[src/rtl/trseq_pkg.sv]
package trseq_pkg;

  localparam int unsigned SLOTS   = 4;
  localparam int unsigned SLOT_W  = 2;
  localparam int unsigned ACTIONS = 4;

  typedef enum logic [1:0] {
    ACT_START = 2'd0,
    ACT_ASAMP = 2'd1,
    ACT_DSAMP = 2'd2,
    ACT_STOP  = 2'd3
  } act_e;

  // Highest slot that waits for an event; 0 when none does.
  function automatic logic [SLOT_W-1:0] last_used_slot(input logic [SLOTS-1:0] use_bits);
    logic [SLOT_W-1:0] r;
    r = '0;
    for (int k = 0; k < SLOTS; k++) begin
      if (use_bits[k]) r = SLOT_W'(k);
    end
    return r;
  endfunction

  // Next slot index after a satisfied, non-final slot.
  function automatic logic [SLOT_W-1:0] next_slot(input logic [SLOT_W-1:0] cur);
    return SLOT_W'(cur + 1'b1);
  endfunction

endpackage

[src/rtl/trseq_step.sv]
module trseq_step
  import trseq_pkg::*;
#(
  parameter int unsigned EVT_W = 3
) (
  input  logic                     clk_i,
  input  logic                     rst_ni,
  input  logic [(1<<EVT_W)-1:0]    evt_i,
  input  logic [SLOTS-1:0]         use_i,
  input  logic [SLOTS*EVT_W-1:0]   sel_i,
  input  logic                     clr_i,
  output logic                     fire_o,
  output logic [SLOT_W-1:0]        pos_o
);

  logic [SLOT_W-1:0] pos_q, pos_d;
  logic [EVT_W-1:0]  cur_sel;
  logic              armed;
  logic              slot_hit;
  logic              at_last;
  logic [SLOT_W-1:0] last_slot;

  assign armed     = |use_i;
  assign last_slot = last_used_slot(use_i);
  assign cur_sel   = sel_i[pos_q*EVT_W +: EVT_W];
  assign slot_hit  = !use_i[pos_q] || evt_i[cur_sel];
  assign at_last   = (pos_q >= last_slot);
  assign fire_o    = armed && slot_hit && at_last;

  always_comb begin
    pos_d = pos_q;
    if (clr_i || fire_o || !armed) pos_d = '0;
    else if (slot_hit)             pos_d = next_slot(pos_q);
  end

  always_ff @(posedge clk_i or negedge rst_ni) begin
    if (!rst_ni) pos_q <= '0;
    else         pos_q <= pos_d;
  end

  assign pos_o = pos_q;

endmodule

[src/rtl/trseq_action_merge.sv]
module trseq_action_merge
  import trseq_pkg::*;
#(
  parameter int unsigned NUM_SEQ = 4
) (
  input  logic [NUM_SEQ-1:0]   fire_i,
  input  logic [2*NUM_SEQ-1:0] act_i,
  output logic [ACTIONS-1:0]   act_fire_o,
  output logic                 start_eff_o,
  output logic [NUM_SEQ-1:0]   clr_o
);

  always_comb begin
    act_fire_o = '0;
    for (int s = 0; s < NUM_SEQ; s++) begin
      if (fire_i[s]) act_fire_o[act_i[2*s +: 2]] = 1'b1;
    end
  end

  // End outranks begin when both complete together.
  assign start_eff_o = act_fire_o[ACT_START] && !act_fire_o[ACT_STOP];

  for (genvar s = 0; s < NUM_SEQ; s++) begin : g_clr
    assign clr_o[s] = start_eff_o && (act_i[2*s +: 2] != ACT_START);
  end

endmodule

[src/rtl/trseq_bank.sv]
module trseq_bank
  import trseq_pkg::*;
#(
  parameter int unsigned NUM_SEQ = 4,
  parameter int unsigned EVT_W   = 3
) (
  input  logic                             clk_i,
  input  logic                             rst_ni,
  input  logic [(1<<EVT_W)-1:0]            evt_i,
  input  logic [SLOTS*NUM_SEQ-1:0]         cfg_use_i,
  input  logic [SLOTS*NUM_SEQ*EVT_W-1:0]   cfg_sel_i,
  input  logic [2*NUM_SEQ-1:0]             cfg_act_i,
  output logic                             start_o,
  output logic                             asamp_o,
  output logic                             dsamp_o,
  output logic                             stop_o
);

  localparam int unsigned SEL_PER_SEQ = SLOTS * EVT_W;

  logic [NUM_SEQ-1:0]        seq_fire;
  logic [NUM_SEQ-1:0]        seq_clr;
  logic [SLOT_W*NUM_SEQ-1:0] seq_pos;
  logic [ACTIONS-1:0]        act_fire;
  logic                      start_eff;

  for (genvar s = 0; s < NUM_SEQ; s++) begin : g_seq
    trseq_step #(.EVT_W(EVT_W)) u_step (
      .clk_i  (clk_i),
      .rst_ni (rst_ni),
      .evt_i  (evt_i),
      .use_i  (cfg_use_i[s*SLOTS +: SLOTS]),
      .sel_i  (cfg_sel_i[s*SEL_PER_SEQ +: SEL_PER_SEQ]),
      .clr_i  (seq_clr[s]),
      .fire_o (seq_fire[s]),
      .pos_o  (seq_pos[s*SLOT_W +: SLOT_W])
    );
  end

  trseq_action_merge #(.NUM_SEQ(NUM_SEQ)) u_merge (
    .fire_i      (seq_fire),
    .act_i       (cfg_act_i),
    .act_fire_o  (act_fire),
    .start_eff_o (start_eff),
    .clr_o       (seq_clr)
  );

  always_ff @(posedge clk_i or negedge rst_ni) begin
    if (!rst_ni) begin
      start_o <= 1'b0;
      asamp_o <= 1'b0;
      dsamp_o <= 1'b0;
      stop_o  <= 1'b0;
    end else begin
      start_o <= start_eff;
      asamp_o <= act_fire[ACT_ASAMP];
      dsamp_o <= act_fire[ACT_DSAMP];
      stop_o  <= act_fire[ACT_STOP];
    end
  end

endmodule

[config.mk]
export PLATFORM = sky130hd
export DESIGN_NAME = trseq_bank
export DESIGN_NICKNAME = d
export VERILOG_FILES = /design/src/rtl/trseq_pkg.sv /design/src/rtl/trseq_step.sv /design/src/rtl/trseq_action_merge.sv /design/src/rtl/trseq_bank.sv
export SDC_FILE = /design/constraint.sdc
export NUM_CORES = 1
export LEC_CHECK = 0
export CAP_MARGIN = 20
export CORE_UTILIZATION = 40
export DETAILED_ROUTE_END_ITERATION = 12
export GPL_TIMING_DRIVEN = 0
export PLACE_DENSITY = 0.78
export SLEW_MARGIN = 25
export SYNTH_ARGS = -nofsm -noshare
export SYNTH_HDL_FRONTEND = slang
export SYNTH_SLANG_ARGS = --single-unit
[constraint.sdc]
create_clock -name clk_i -period 2.9 [get_ports clk_i]
set_clock_uncertainty 0.1 [all_clocks]
set_input_delay 0.29 -clock clk_i [delete_from_list [all_inputs] [get_ports clk_i]]
set_output_delay 0.29 -clock clk_i [all_outputs]
set_load 0.02 [all_outputs]
# Yosys cells after proc, flatten, opt, wreduce, memory -nomap -nowiden
# Index checks and enable logic that the tools add are counted.
# W data, S select, Z words.
classes:
  muxes: 48
  order_cmp: 20
  n_eq_ne: 0
  bitwise: 3
  add_sub_neg: 4
  shift: 4
  reduce_logical: 50
  n_mul: 4
  div_mod_pow: 0
op_table:
  columns: ["operator", "count"]
  rows:
  - ["$shiftx A12 B5 Y3", 4]
  - ["$mux W2", 16]
  - ["$lt A2 B3 Y1 const B", 8]
  - ["$logic_and A1 B1 Y1", 17]
  - ["$lt A3 B4 Y1 const B", 4]
  - ["$mul A2 B2 Y4 const B", 4]
  - ["$mux W1", 16]
  - ["$mux W4", 4]
  - ["$reduce_bool A2 Y1", 8]
  - ["$reduce_or A4 Y1", 4]
  - ["$bmux W1 S3", 4]
  - ["$logic_or A1 B1 Y1", 12]
  - ["$or A4 B4 Y4", 3]
  - ["$logic_not A1 Y1", 9]
  - ["$add A2 B1 Y2 const B", 4]
  - ["$bmux W1 S2", 4]
  - ["$demux W1 S2", 4]
  - ["$ge A2 B1 Y1 const B", 4]
  - ["$ge A2 B2 Y1", 4]
totals:
  ff_bits: 12
  out_inout_bits: 4
  romBits: 0
  in_bits: 82
  n_memories: 0
  mem_bits_rw: 0
  latch_bits: 0

# Depth between registers and ports, before layout
depth:
  depth_word: 20
  mapped_depth: 10

# Modules after synthesis
# Synthesis repeated with hierarchy kept, for this count alone.
unflattened:
  hier_cells: 215
  area_unflattened_um2: 1934.4
by_module_without_submodules:
  columns: ["mod", "n_inst", "seq_area_each_um2", "area_each_um2", "cells_per_inst"]
  rows:
  - ["trseq_step", 4, 50.0, 405.4, 44]
  - ["trseq_action_merge", 1, 0.0, 212.7, 35]
  - ["trseq_bank", 1, 100.1, 100.1, 4]

# Worst setup path before layout
# Ideal clock, no wire load.
synth_path:
  kind: "reg-to-reg"
  start: "register g_seq[2].u_step.pos_q[0]"
  end: "register asamp_o"
  t_arrival_ns: 2.075
  setup_ns: 0.139
  stages_incl_launch_ff: 8
  path_buffers: 1
  required_time_ns: 2.661
  setup_slack_ns: 0.586
  period_less_slack_ns: 2.314
  cell_sequence: "dfrtp_1 buf_6 mux4_2 mux2i_1 o221ai_2 o21ai_1 nor3b_1 or4_1"
synth_via:
  elab_chain_len: 10
  elab_cells_between_ends: 14
synth_rtl:
  columns: ["item", "line", "text"]
  rows:
  - ["start, declared", "trseq_step.sv:16", "logic [SLOT_W-1:0] pos_q, pos_d;"]
  - ["start signal, assigned", "trseq_step.sv:38", "else pos_q <= pos_d;"]
  - ["$mul A2 B2 Y4", "trseq_step.sv:25", "assign cur_sel = sel_i[pos_q*EVT_W +: EVT_W];"]
  - ["$shiftx A12 B5 Y3", "trseq_step.sv:25", null]
  - ["$bmux W1 S3", "trseq_step.sv:26", "assign slot_hit = !use_i[pos_q] || evt_i[cur_sel];"]
  - ["$mux W1 (implied by the code)", "trseq_step.sv:26", null]
  - ["$logic_or A1 B1 Y1", "trseq_step.sv:26", null]
  - ["$logic_and A1 B1 Y1", "trseq_step.sv:28", "assign fire_o = armed && slot_hit && at_last;"]
  - ["$logic_and A1 B1 Y1 (*)", "trseq_step.sv:28", null]
  - ["$mux W4 (*)", "trseq_action_merge.sv:16", "if (fire_i[s]) act_fire_o[act_i[2*s +: 2]] = 1'b1;"]
  - ["$or A4 B4 Y4 (no source line)", null, null]
  - ["$mux W4 (*)", "trseq_action_merge.sv:16", null]
  - ["via act_fire[1]", "trseq_bank.sv:24", "logic [ACTIONS-1:0] act_fire;"]
  - ["end signal, assigned", "trseq_bank.sv:56", "asamp_o <= act_fire[ACT_ASAMP];"]
  - ["end, declared", "trseq_bank.sv:14", "output logic asamp_o,"]
# The timed path passes the listed nets; every way through them passes the cells marked *. The select of a mux whose other input is x is not followed.
# A chain may end at the register's enable or synchronous reset.

# Worst setup path in the final report
layout_path:
  start: "register g_seq[1].u_step.pos_q[0]"
  end: "register g_seq[3].u_step.pos_q[0]"
layout_via:
  elab_chain_len: 18
  elab_cells_between_ends: 23
layout_rtl:
  columns: ["item", "line", "text"]
  rows:
  - ["start, declared", "trseq_step.sv:16", null]
  - ["start signal, assigned", "trseq_step.sv:38", null]
  - ["$mul A2 B2 Y4", "trseq_step.sv:25", null]
  - ["$shiftx A12 B5 Y3", "trseq_step.sv:25", null]
  - ["$bmux W1 S3", "trseq_step.sv:26", null]
  - ["$mux W1 (implied by the code)", "trseq_step.sv:26", null]
  - ["$logic_or A1 B1 Y1", "trseq_step.sv:26", null]
  - ["$logic_and A1 B1 Y1", "trseq_step.sv:28", null]
  - ["$logic_and A1 B1 Y1 (*)", "trseq_step.sv:28", null]
  - ["$mux W4 (*)", "trseq_action_merge.sv:16", null]
  - ["$or A4 B4 Y4 (no source line)", null, null]
  - ["$mux W4 (*)", "trseq_action_merge.sv:16", null]
  - ["$or A4 B4 Y4 (no source line)", null, null]
  - ["$mux W4 (*)", "trseq_action_merge.sv:16", null]
  - ["$logic_not A1 Y1", "trseq_action_merge.sv:21", "assign start_eff_o = act_fire_o[ACT_START] && !act_fire_o[ACT_STOP];"]
  - ["$logic_and A1 B1 Y1 (*)", "trseq_action_merge.sv:21", null]
  - ["$logic_and A1 B1 Y1 (*)", "trseq_action_merge.sv:24", "assign clr_o[s] = start_eff_o && (act_i[2*s +: 2] != ACT_START);"]
  - ["$logic_or A1 B1 Y1 (*) (2 in a row)", "trseq_step.sv:32", "if (clr_i || fire_o || !armed) pos_d = '0;"]
  - ["$mux W2 / $reduce_bool A2 Y1 (equally long branches)", null, null]
  - ["end signal, assigned", "trseq_step.sv:38", null]
  - ["end, declared", "trseq_step.sv:16", null]
# Every way passes the cells marked *; elsewhere a longest branch is shown, timed or not. The select of a mux whose other input is x is not followed.

==> impl_metrics.tcl <==
set metrics [dict create \
    cts.path.max_buffers 2 \
    synthArstFlopShare 1.00 \
    clock_latency_ns 0.24 \
    power.leakage_nw 1.11 \
    cts_hold_buffers 0 \
    r2r_slack_ns 0.28 \
    min_period_ns 2.62 \
    drt-total-wl_mm 4.95 \
    globalRouteMet3Util 0.0392 \
    cp_max_fo 9 \
    grt_usage 0.207 \
    crit_type "reg -> reg" \
    rr_startpoint "g_seq[1].u_step.pos_o[0]$_DFFE_PN0P_" \
    cts_setup_buffers 0 \
    cp-start-kind "register" \
    synthTopCellsByCount "17 x mux2i_1, 14 x mux4_2, 13 x nand2b_1" \
    path_clk_slew_ns 0.05 \
    fillCellCount 374 \
    synth-edff-count 0 \
    grt_overflow 0 \
    intPower_mw 1.13 \
    cp-end-kind "register" \
    ant_nets 0 \
    via_per_inst 5.74 \
    synthCells 184 \
    power.switching_mw 0.829 \
    drv_slew 0 \
    timing.fmax_mhz 382 \
    clock_sinks 12 \
    dp_hpwl_mm 4.14 \
    core_area_um2 4380 \
    grt_max_degree 13 \
    hold_viol 0 \
    cts_buffers 3 \
    die_area_um2 4850 \
    tightest_slew_ns 0.839 \
    arrival_ns 2.66 \
    irDropWorstVdd_mv 0.472 \
    initial_core_util 0.418 \
    drt_pass1_iterations 4 \
    finalSetupTns_ns 0 \
    finalCritPeriodShare 0.903 \
    setup_viol 0 \
    hold_ws_ns 0.304 \
    grt-busiest-layer "met2" \
    root_buffer "clkbuf_8" \
    rows 24 \
    nets 364 \
    fin_cells 325 \
    die_x_um 69.7 \
    outcome "finished clean" \
    post_cts_resized 0 \
    yosysWarningCount 0 \
    power_frac_seq 0.157 \
    drc 0 \
    reg2regPathDepth 7 \
    drt_iter0_drc 75 \
    gp_congestion 0.816 \
    switching_share 0.423 \
    avgSynthCellArea_um2 9.95 \
    synth_top_area_cell "mux4_2" \
    htree_levels 1 \
    cts_tree "done" \
    min_path_type "in -> async" \
    synth_ff_type "dfrtp_1" \
    drive_gt1_frac 0.143 \
    pin_count 86 \
    syn_nets 274 \
    dr_total_vias 1865 \
    maxCapViolCount 0 \
    power_density_nw_per_um2 699 \
    synth_top_area_frac 0.172 \
    synth_seq_cells 12 \
    fp.dieH_um 69.7 \
    syn_to_final_growth_pct 53.2 \
    grtUsageMet2 0.356 \
    ys_seq_area_frac 0.164 \
    r2r-end "g_seq[3].u_step.pos_o[0]$_DFFE_PN0P_" \
    n_antenna_cell 0 \
    synthTopCellsByArea "mux4_2 17%, dfrtp_1 16%, mux2i_1 9.3%" \
    port_buffers 85 \
    cp.required_ns 2.94 \
    met1_usage 0.281 \
    antenna_found_initial 0 \
    slew-limit-headroom 0.436 \
    synth.most_common_cell "mux2i_1" \
    wl_per_cell_um 15.2 \
    rsz0062_at_grt "no" \
    dp.cells 321 \
    synth.cell_area_um2 1830 \
    pwr-share-comb 0.750 \
    grt_pass1_wl_mm 8.25 \
    clkPwrFrac 0.093 \
    grt_pass1_vias 1844 \
    yosysUniqueCellTypes 43 \
]
==> placed cells by master, fill, tap and decap left out, types with 5 or more instances in the layout <==
cell type        count
nor3_1               7
nor2_1              12
ha_1                 8
a21oi_1              5
or2_2                5
dfrtp_1             12
nand2b_1            13
mux2i_1             17
buf_6                5
clkdlybuf4s50_1     85
a311oi_1             8
nand2_1              5
mux4_2              14
inv_1               11
==> metrics by stage <==
step | setup WS [ns] | utilization | area (um^2) | power (mW)
CTS | 0.232 | 0.639 | 2800 | 1.97
global placement | 0.0160 | 0.626 | 2750 | 1.75
finish | 0.282 | 0.640 | 2810 | 1.96
global route | 0.0744 | 0.640 | 2810 | 2.15
detailed placement | -0.0164 | 0.626 | 2750 | 1.78
floorplan | 0.586 | - | 1830 | 1.40
==> cell families after synthesis <==
family / after synthesis / share of synthesized area
compound gates: 52 / 0.235
buf+inv: 16 / 0.0533
fa+ha+maj: 8 / 0.0547
flops: 12 / 0.164
simple gates: 63 / 0.199
mux: 33 / 0.294
==> layer usage <==
metal / vias to the layer above / routed length [um] / part of all wire
met1: 874 / 2210 / 0.45
met3: 5 / 295 / 0.060
li1: 925 / - / -
met2: 61 / 2420 / 0.49
met4: 0 / 30 / 0.0061
met5: - / 0 / 0
==> worst max-delay path: stages (launching register included) <==
cell	delay [ns]
dfrtp_1	0.33
buf_6	0.14
mux4_2	0.58
mux2i_1	0.25
o221ai_2	0.20
o21ai_0	0.26
nand4_2	0.28
a311oi_1	0.36
==> registers in the layout (all words and copies together), names as in the netlist <==
signal,cells
asamp_o,1
stop_o,1
dsamp_o,1
g_seq.u_step.pos_o,8
start_o,1
==> worst max path at each step <==
stage | start | endpoint | slack, ns | depth (start not counted)
floorplan | g_seq[2].u_step.pos_o[0]$_DFFE_PN0P_ | asamp_o$_DFF_PN0_ | 0.59 | 7
global placement | cfg_use_i[14] | g_seq[3].u_step.pos_o[0]$_DFFE_PN0P_ | 0.02 | 10
detailed placement | cfg_use_i[14] | g_seq[3].u_step.pos_o[0]$_DFFE_PN0P_ | -0.02 | 10
CTS | cfg_use_i[14] | g_seq[3].u_step.pos_o[0]$_DFFE_PN0P_ | 0.23 | 10
global route | cfg_use_i[14] | g_seq[2].u_step.pos_o[0]$_DFFE_PN0P_ | 0.07 | 10
finish | g_seq[1].u_step.pos_o[0]$_DFFE_PN0P_ | g_seq[3].u_step.pos_o[0]$_DFFE_PN0P_ | 0.28 | 7
==> power groups by stage <==
stage	Combinational [mW]	Clock, mW	Sequential, mW
detailed placement	1.47	0	0.312
finish	1.47	0.183	0.308
global route	1.63	0.199	0.319
floorplan	1.07	0	0.330
CTS	1.47	0.188	0.310
global placement	1.44	0	0.311
==> layout make-up <==
cell class | count | area [um^2] | area share
multi-input combinational | 156 | 1440 | 0.512
timing repair buffer | 85 | 851 | 0.303
clock buffer | 4 | 55.1 | 0.0196
tap | 52 | 65.1 | 0.0232
buffer | 5 | 56.3 | 0.0201
sequential | 12 | 300 | 0.107
inverter | 11 | 41.3 | 0.0147
Power figures use the tool's default switching activity.
